### config.mk
export PLATFORM = sky130hd
export DESIGN_NAME = rs485_uart
export DESIGN_NICKNAME = d
export VERILOG_FILES = /design/src/rtl/rs485_pkg.sv /design/src/rtl/rs485_baud.sv /design/src/rtl/rs485_fifo.sv /design/src/rtl/rs485_tx.sv /design/src/rtl/rs485_rx.sv /design/src/rtl/rs485_uart.sv
export SDC_FILE = /design/constraint.sdc
export NUM_CORES = 2
export LEC_CHECK = 0
export ABC_AREA = 0
export ABC_CLOCK_PERIOD_IN_PS = 5050
export BUFFER_PORTS_ARGS = -buffer_cell sky130_fd_sc_hd__buf_4
export CAP_MARGIN = 10
export CORE_UTILIZATION = 55
export DETAILED_ROUTE_END_ITERATION = 12
export HOLD_SLACK_MARGIN = 0.08
export PLACE_DENSITY = 0.68
export SYNTH_ARGS = -nofsm -noshare
export SYNTH_HDL_FRONTEND = slang
export SYNTH_HIERARCHICAL = 1
export SYNTH_SLANG_ARGS = --single-unit
### constraint.sdc
create_clock -name clk -period 5.05 [get_ports clk]
set_input_delay 1.01 -clock clk [delete_from_list [all_inputs] [get_ports clk]]
set_output_delay 1.01 -clock clk [all_outputs]
set_load 0.005 [all_outputs]
### src/rtl/rs485_pkg.sv
package rs485_pkg;
  localparam int unsigned OVS = 16;

  typedef enum logic [2:0] {
    BAUD_9600   = 3'd0,
    BAUD_19200  = 3'd1,
    BAUD_38400  = 3'd2,
    BAUD_57600  = 3'd3,
    BAUD_115200 = 3'd4,
    BAUD_230400 = 3'd5
  } baud_e;

  typedef enum logic [2:0] {T_IDLE, T_GUARD, T_START, T_DATA, T_STOP} tx_state_e;
  typedef enum logic [1:0] {R_IDLE, R_START, R_DATA, R_STOP} rx_state_e;

  function automatic int unsigned rate_of(input logic [2:0] code);
    case (code)
      3'd0:    return 9600;
      3'd1:    return 19200;
      3'd2:    return 38400;
      3'd3:    return 57600;
      3'd5:    return 230400;
      default: return 115200;
    endcase
  endfunction

  function automatic int unsigned div_for(input int unsigned clk_hz, input logic [2:0] code);
    int unsigned d;
    d = clk_hz / (rate_of(code) * OVS);
    if (d == 0) d = 1;
    return d;
  endfunction
endpackage

### src/rtl/rs485_baud.sv
module rs485_baud #(
  parameter int unsigned CLK_HZ = 50_000_000
) (
  input  logic       clk,
  input  logic       rst_n,
  input  logic [2:0] sel,
  output logic       tick
);
  import rs485_pkg::*;
  localparam int unsigned DMAX = div_for(CLK_HZ, 3'd0);
  localparam int DW = $clog2(DMAX + 1);

  logic [DW-1:0] div_tab [8];
  logic [DW-1:0] cnt;

  for (genvar g = 0; g < 8; g++) begin : g_div
    assign div_tab[g] = DW'(div_for(CLK_HZ, 3'(g)));
  end

  always_ff @(posedge clk or negedge rst_n) begin
    if (!rst_n) begin
      cnt  <= '0;
      tick <= 1'b0;
    end else if (cnt >= div_tab[sel] - DW'(1)) begin
      cnt  <= '0;
      tick <= 1'b1;
    end else begin
      cnt  <= cnt + DW'(1);
      tick <= 1'b0;
    end
  end
endmodule

### src/rtl/rs485_fifo.sv
module rs485_fifo #(
  parameter int AW = 8,
  parameter int DW = 8
) (
  input  logic          clk,
  input  logic          rst_n,
  input  logic          wr_en,
  input  logic [DW-1:0] wr_data,
  input  logic          rd_en,
  output logic [DW-1:0] rd_data,
  output logic          empty,
  output logic          full,
  output logic          drop
);
  localparam int DEPTH = 1 << AW;

  logic [DW-1:0] mem [DEPTH];
  logic [AW-1:0] head, tail;
  logic do_wr, do_rd;

  assign empty   = (head == tail);
  assign full    = (AW'(head + 1'b1) == tail);
  assign do_wr   = wr_en && !full;
  assign do_rd   = rd_en && !empty;
  assign drop    = wr_en && full;
  assign rd_data = mem[tail];

  always_ff @(posedge clk) begin
    if (do_wr) mem[head] <= wr_data;
  end

  always_ff @(posedge clk or negedge rst_n) begin
    if (!rst_n) begin
      head <= '0;
      tail <= '0;
    end else begin
      if (do_wr) head <= head + 1'b1;
      if (do_rd) tail <= tail + 1'b1;
    end
  end


  full_write_drop_chk: assert property (@(posedge clk) disable iff (!rst_n)
    (wr_en && full && !rd_en) |=> (full && $stable(head)));


  empty_read_noop_chk: assert property (@(posedge clk) disable iff (!rst_n)
    (rd_en && empty && !wr_en) |=> (empty && $stable(tail)));
endmodule

### src/rtl/rs485_tx.sv
module rs485_tx (
  input  logic       clk,
  input  logic       rst_n,
  input  logic       tick,
  input  logic       q_empty,
  input  logic [7:0] q_data,
  output logic       q_pop,
  output logic       txd,
  output logic       de
);
  import rs485_pkg::*;

  tx_state_e  state;
  logic [3:0] tcnt;
  logic [2:0] bidx;
  logic [7:0] shr;
  logic       bit_end;

  assign bit_end = tick && (tcnt == 4'hF);
  assign q_pop   = bit_end && ((state == T_GUARD) || (state == T_STOP && !q_empty));

  always_comb begin
    case (state)
      T_START: txd = 1'b0;
      T_DATA:  txd = shr[0];
      default: txd = 1'b1;
    endcase
  end

  always_ff @(posedge clk or negedge rst_n) begin
    if (!rst_n) begin
      state <= T_IDLE;
      de    <= 1'b0;
      tcnt  <= 4'd0;
      bidx  <= 3'd0;
      shr   <= 8'd0;
    end else if (state == T_IDLE) begin
      if (!q_empty) begin
        de    <= 1'b1;
        state <= T_GUARD;
        tcnt  <= 4'd0;
      end
    end else begin
      if (tick) tcnt <= tcnt + 4'd1;
      if (bit_end) begin
        case (state)
          T_GUARD: begin
            shr   <= q_data;
            state <= T_START;
          end
          T_START: begin
            bidx  <= 3'd0;
            state <= T_DATA;
          end
          T_DATA: begin
            shr  <= {1'b0, shr[7:1]};
            bidx <= bidx + 3'd1;
            if (bidx == 3'd7) state <= T_STOP;
          end
          default: begin
            if (!q_empty) begin
              shr   <= q_data;
              state <= T_START;
            end else begin
              state <= T_IDLE;
              de    <= 1'b0;
            end
          end
        endcase
      end
    end
  end


  pop_under_de_chk: assert property (@(posedge clk) disable iff (!rst_n)
    q_pop |-> de);


  de_fall_empty_chk: assert property (@(posedge clk) disable iff (!rst_n)
    $fell(de) |-> $past(q_empty));


  idle_line_high_chk: assert property (@(posedge clk) disable iff (!rst_n)
    !de |-> txd);


  guard_line_high_chk: assert property (@(posedge clk) disable iff (!rst_n)
    $rose(de) |=> txd);
endmodule

### src/rtl/rs485_rx.sv
module rs485_rx (
  input  logic       clk,
  input  logic       rst_n,
  input  logic       tick,
  input  logic       rxd,
  input  logic       de,
  output logic       byte_valid,
  output logic [7:0] byte_data,
  output logic       frame_err
);
  import rs485_pkg::*;

  rx_state_e  state;
  logic [1:0] sync;
  logic       rx_s;
  logic [3:0] cnt;
  logic [2:0] bidx;
  logic [7:0] shr;

  assign rx_s      = sync[1];
  assign byte_data = shr;

  always_ff @(posedge clk or negedge rst_n) begin
    if (!rst_n) sync <= 2'b11;
    else        sync <= {sync[0], rxd};
  end

  always_ff @(posedge clk or negedge rst_n) begin
    if (!rst_n) begin
      state      <= R_IDLE;
      cnt        <= 4'd0;
      bidx       <= 3'd0;
      shr        <= 8'd0;
      byte_valid <= 1'b0;
      frame_err  <= 1'b0;
    end else begin
      byte_valid <= 1'b0;
      frame_err  <= 1'b0;
      if (de) begin
        state <= R_IDLE;
        cnt   <= 4'd0;
      end else if (tick) begin
        case (state)
          R_IDLE: begin
            if (!rx_s) begin
              state <= R_START;
              cnt   <= 4'd0;
            end
          end
          R_START: begin
            if (cnt == 4'd7) begin
              cnt   <= 4'd0;
              bidx  <= 3'd0;
              state <= rx_s ? R_IDLE : R_DATA;
            end else cnt <= cnt + 4'd1;
          end
          R_DATA: begin
            if (cnt == 4'hF) begin
              cnt  <= 4'd0;
              shr  <= {rx_s, shr[7:1]};
              bidx <= bidx + 3'd1;
              if (bidx == 3'd7) state <= R_STOP;
            end else cnt <= cnt + 4'd1;
          end
          default: begin
            if (cnt == 4'hF) begin
              cnt   <= 4'd0;
              state <= R_IDLE;
              if (rx_s) byte_valid <= 1'b1;
              else      frame_err  <= 1'b1;
            end else cnt <= cnt + 4'd1;
          end
        endcase
      end
    end
  end


  echo_ignored_chk: assert property (@(posedge clk) disable iff (!rst_n)
    $past(de) |-> (!byte_valid && !frame_err));
endmodule

### src/rtl/rs485_uart.sv
module rs485_uart #(
  parameter int unsigned CLK_HZ = 50_000_000,
  parameter int          QAW    = 8
) (
  input  logic       clk,
  input  logic       rst_n,
  input  logic [2:0] baud_sel,
  input  logic       baud_load,
  input  logic       tx_valid,
  output logic       tx_ready,
  input  logic [7:0] tx_data,
  output logic       rx_valid,
  input  logic       rx_ready,
  output logic [7:0] rx_data,
  output logic [2:0] status,
  input  logic       status_clr,
  output logic       txd,
  input  logic       rxd,
  output logic       de
);
  import rs485_pkg::*;

  logic [2:0] rate_q;
  logic       tick;
  logic       tx_empty, tx_full, tx_drop, tx_pop;
  logic [7:0] tx_q_data;
  logic       rx_push, rx_empty, rx_full, rx_drop, rx_ferr;
  logic [7:0] rx_byte;
  logic [2:0] stat_q;

  always_ff @(posedge clk or negedge rst_n) begin
    if (!rst_n)         rate_q <= BAUD_115200;
    else if (baud_load) rate_q <= baud_sel;
  end

  rs485_baud #(.CLK_HZ(CLK_HZ)) u_baud (
    .clk(clk), .rst_n(rst_n), .sel(rate_q), .tick(tick)
  );

  rs485_fifo #(.AW(QAW), .DW(8)) u_txq (
    .clk(clk), .rst_n(rst_n),
    .wr_en(tx_valid), .wr_data(tx_data),
    .rd_en(tx_pop), .rd_data(tx_q_data),
    .empty(tx_empty), .full(tx_full), .drop(tx_drop)
  );

  rs485_tx u_tx (
    .clk(clk), .rst_n(rst_n), .tick(tick),
    .q_empty(tx_empty), .q_data(tx_q_data), .q_pop(tx_pop),
    .txd(txd), .de(de)
  );

  rs485_rx u_rx (
    .clk(clk), .rst_n(rst_n), .tick(tick), .rxd(rxd), .de(de),
    .byte_valid(rx_push), .byte_data(rx_byte), .frame_err(rx_ferr)
  );

  rs485_fifo #(.AW(QAW), .DW(8)) u_rxq (
    .clk(clk), .rst_n(rst_n),
    .wr_en(rx_push), .wr_data(rx_byte),
    .rd_en(rx_ready), .rd_data(rx_data),
    .empty(rx_empty), .full(rx_full), .drop(rx_drop)
  );

  assign tx_ready = !tx_full;
  assign rx_valid = !rx_empty;
  assign status   = stat_q;

  always_ff @(posedge clk or negedge rst_n) begin
    if (!rst_n) stat_q <= 3'b000;
    else begin
      stat_q[0] <= (stat_q[0] & ~status_clr) | rx_drop;
      stat_q[1] <= (stat_q[1] & ~status_clr) | tx_drop;
      stat_q[2] <= (stat_q[2] & ~status_clr) | rx_ferr;
    end
  end


  rx_full_flag_chk: assert property (@(posedge clk) disable iff (!rst_n)
    (rx_full && rx_push && !rx_ready) |=> status[0]);


  tx_push_full_flag_chk: assert property (@(posedge clk) disable iff (!rst_n)
    (tx_valid && !tx_ready) |=> status[1]);
endmodule

# == Word-level counts from Yosys, hierarchy flattened ==
# Memory sizes are Yosys's and may differ from the RTL's.
# Cells that the tools add are included.
# word_totals
reg_bits,88
ramBits,4096
mem_bits_ro,72
in_bits,18
output_inout_bits,15
elab_cells,159
memories,3
# op_classes
n_addsub,10
order_cmp,2
n_eq_ne,25
n_mux,54
bitwise_logic,11
reduce_logical,34
# mem_list
name,words,width,rd,rd_clocked_by_memory_dff,write_ports,line,text
u_rxq.mem,256,8,1,0,1,rs485_fifo.sv:17,logic [DW-1:0] mem [DEPTH];
u_txq.mem,256,8,1,0,1,rs485_fifo.sv:17,
(name not given),8,9,1,0,0,rs485_baud.sv:24,end else if (cnt >= div_tab[sel] - DW'(1)) begin
# op_table
op,count
"8-bit by 1-bit adder with 8-bit output, second input constant",4
8-bit equality test,4
4-bit two-way mux,8
9-bit two-way mux,3
8-bit one-hot mux with 3 select lines,1
1-bit two-way mux,20
2-bit two-way mux,9
3-bit two-way mux,6
3-bit one-hot mux with 2 select lines,2
4-bit AND reduction,3
2-bit nonzero test,6
"9-bit by 1-bit adder with 9-bit output, second input constant",1
"3-bit equality test, second input constant",3
9-bit greater-or-equal comparator,1
1-bit logical AND,9
"3-bit by 2-bit inequality test with 1-bit output, second input constant",3
3-bit one-hot mux with 3 select lines,1
"9-bit by 1-bit subtractor with 9-bit output, second input constant",1
"4-bit by 1-bit adder with 4-bit output, second input constant",2
"4-bit equality test, second input constant",2
8-bit two-way mux,1
4-bit one-hot mux with 2 select lines,1
"3-bit by 1-bit adder with 3-bit output, second input constant",2
"3-bit by 2-bit equality test with 1-bit output, second input constant",2
25 further kinds,41

# == Longest topological paths before layout ==
# depth
word_depth,7
depth_mapped,15
depth_no_buf,12

# == Modules after synthesis ==
# The synthesis kept the hierarchy.
# by_module_without_submodules
mod,instances,cells_each,area_each_um2,seq_area_each_um2
rs485_fifo,2,3890,81768.4,61899.4
rs485_rx,1,86,1051.0,528.0
rs485_tx,1,91,1002.2,475.5
rs485_baud,1,83,774.5,250.2
rs485_uart,1,15,219.0,151.4

# == Least setup slack after synthesis ==
# No wires, ideal clock.
# synth_path
kind,reg2reg
start,"register u_rx.shr[5], in the netlist u_rx/byte_data[5]"
end,"memory u_rxq.mem[0][5], data pin"
setup_ns,0.805
arrival_time_ns,3.192
required_ns,4.245
setup_slack_ns,1.052
path_stages_with_launch,1
n_path_buf,0
cell_sequence,dfrtp_1
# synth_lines
element,line,text
"start, declared",rs485_rx.sv:18,logic [7:0] shr;
"start signal, assigned",rs485_rx.sv:60,"shr <= {rx_s, shr[7:1]};"
"end, declared",rs485_fifo.sv:17,
# Straight into the memory's write port.

# == Worst setup path in the final report ==
# layout_path
start,register u_rxq.tail[0]
end,output port rx_data[1]
# layout_between
elab_chain_cells,1
# layout_lines
element,line,text
"start, declared",rs485_fifo.sv:18,"logic [AW-1:0] head, tail;"
"start signal, assigned",rs485_fifo.sv:38,if (do_rd) tail <= tail + 1'b1;
memory read 256 x 8 bit,-,
"end, declared",rs485_uart.sv:14,"output logic [7:0] rx_data,"
# No other way between the ends.

==> summary.md <==
| Metric | Value |
|---|---|
| Outcome | `complete, but fails checks` |
| Failing checks | `negative setup slack` |
| Port Buffers | `32` |
| Avg WL per Cell | `about 32 um` |
| Die width | `between 500 and 600 um` |
| Post-Synthesis Cells | `around 8100` |
| I/O pin total | `33` |
| Synth warnings | `6` |
| Setup Skew | `a little over 0.06 ns` |
| Final worst slack | `-0.0928 ns` |
| Commonest non-fill, non-tap cells in the layout | `edfxtp_1, mux4_2, nor2_1` |
| First-pass GRT wire length | `between 600000 and 700000 um` |
| CTS hold repair buffers | `0` |
| Crit Path Category | `reg -> out` |
| Final Cell Area | `approximately 190000 um2` |
| Synth Cell Area | `roughly 170000 um2` |
| Tot Pwr | `about 0.082 W` |
| Reg clk slew, reported paths | `about 0.060 ns` |
| Vias per cell | `around 6.5` |
| Top Metal Used | `met5` |
| Time the worst path needs with I/O delays and setup | `approximately 5 ns` |
| DRT iter0 DRCs | `between 10000 and 15000` |
| WP data required | `between 4 and 5 ns` |
| Pre-CTS WS | `about 0.25 ns` |
| Drt drc | `0` |
| Slew headroom | `11.2%` |
| HP Class | `in -> async` |
| GRT Overall Usage | `a little over a quarter` |
| Worst-Margin Slew | `around 1.3 ns` |
| P_sw | `0.0209 W` |
| Longest Clk Path Bufs | `4` |
| Lkg Pwr | `54.7 nW` |
| Unrepaired setup endpoints after global routing | `yes` |
| CTS tree | `built` |
| Clk root buf | `clkbuf_16` |
| Largest net degree at the start of global routing | `around 200` |
| GPL Wtd Cong | `about 0.88` |
| CTS Sinks | `~4200` |
| FP Rows | `around 200` |
| First-pass DRT Iterations | `6` |
| Worst-Skew Late Latency | `0.97 ns` |
| Final slew viol count | `0` |
| Die Height | `between 500 and 600 um` |
| Worst EP arrival | `~4.1 ns` |
| Commonest non-fill, non-tap cell in the layout | `edfxtp_1` |
| Switching power share of the total | `roughly a quarter` |
| Fraction of layout cells with a size suffix above 1 | `26.3%` |
| Core area | `around 300000 um2` |
| Fin crit share | `102%` |
| WL met3 | `~35000 um` |
| Metal-1 WL | `around 160000 um` |
| Area Overhead vs Synth | `13.4%` |
| PwrDens | `between 400 and 500 nW/um2` |
| Avg Inst Size Synth | `a little over 20 um2` |
| Metal2 WL | `around 210000 um` |
| Final setup fails | `5` |
| Syn_nets | `slightly above 8000` |
| Hold Fails Final Rpt | `0` |
| Final wirelength | `around 420000 um` |
| Sequential power share | `a little under half` |
| Depth of the CTS H-tree | `5` |
| CP Launch Type | `register` |
| ANT nets after route | `0` |
| F_max | `between 150 and 200 MHz` |
| Internal cell power | `0.0608 W` |
| Worst-case vdd ir drop | `approximately 420 uV` |
| Number of global-route vias before repair | `84300` |
| Vias | `85000` |
| Clock network power share | `a little under two fifths` |
| TritonCTS Buffers | `a little over 400` |
| Kind of end point of the critical path | `output pin` |
| Post-DP HPWL | `about 250000 um` |
| Fillers | `20000` |
| CP Max Fanout | `11` |
| Initial antenna violation count | `6` |
| WHS | `between 0.1 and 0.15 ns` |
| Max Cap Viol | `0` |
| Die ar. | `~300000 um2` |
| Nets | `~8700` |
| Logic pwr share | `between 10% and 20%` |
| Placed cell area | `173000 um2` |
| Initial core utilization | `55.4%` |
| Total gr overflow | `0` |
[per-layer routing]
layer  global-route usage [%]  vias up
met5                        0        -
li1                         -    34700
met4                     11.8        4
met3                     3.81      875
met1                     37.4    44800
met2                     44.5     4589
[power groups by stage]
stage	combinational, W	clock [W]	sequential (W)
after floorplan	0.00702	0	0.0389
after global placement	0.0103	0	0.0391
after detailed placement	0.0104	0	0.0392
after CTS	0.0123	0.0308	0.0384
after global routing	0.0134	0.0320	0.0384
final	0.0130	0.0304	0.0384
[stage by stage]
stage | utilization (%) | TNS [ns] | std cells
after floorplan | - | 0 | 8054
after global placement | 57.6 | 0 | 12100
after detailed placement | 57.6 | 0 | 12100
after CTS | 62.6 | -0.595 | 13000
after global routing | 62.9 | -0.523 | 13000
final | 62.9 | -0.191 | 13000
[registers in the layout, indices dropped and copies added (netlist names), 3 cells and up]
register,flops
u_rx/cnt,4
rate_q,3
u_tx/shr,8
u_baud/cnt,9
u_rx/byte_data,8
u_txq/mem,2048
u_rxq/head,8
u_rxq/mem,2048
u_txq/head,8
u_rx/bidx,3
status,3
u_tx/bidx,3
u_txq/tail,8
u_tx/tcnt,4
u_tx/state,3
u_rxq/tail,8
[worst max-delay path: stages, from the launching register on]
cell and delay [ns]:
dfrtp_4 0.42, buf_12 0.17, bufbuf_16 0.32, buf_6 0.16
buf_12 0.17, mux4_2 0.54, mux4_2 0.54, mux2i_1 0.24
o2111ai_1 0.13, a32o_2 0.35, buf_4 0.15
[cell type report]
cell class	instances	area, um2	area share (%)
Sequential cell	4184	125000	66.3
Multi-Input combinational cell	3342	38000	20.1
Clock buffer	507	10900	5.74
Timing Repair Buffer	714	7140	3.78
Tap cell	3958	4950	2.62
Clock inverter	255	2570	1.36
Inverter	35	149	0.0788
Antenna cell	7	17.5	0.00927
[worst paths after layout]
kind                       cells past startpoint            end     startpoint  slack, ns
hold / removal                                 2  u_baud/cnt[6]          rst_n       0.14
max in group asynchronous                      2  u_rxq/tail[0]          rst_n       4.18
setup / recovery                              10     rx_data[1]  u_rxq/tail[0]      -0.09
setup reg to reg                               9    u_tx/shr[0]  u_txq/tail[0]       0.47
hold reg to reg                                0   u_rx/sync[1]   u_rx/sync[0]       0.36
min in group clk                               1   u_rx/sync[0]            rxd       0.20
[timing repair]
action                                  CTS  global route
setup buffers                            47            27
cloned                                   19             4
pin swaps                                13             6
gates resized for setup                 151            69
endpoints found under the setup margin    8             8
(Power assumes the default switching activity.)
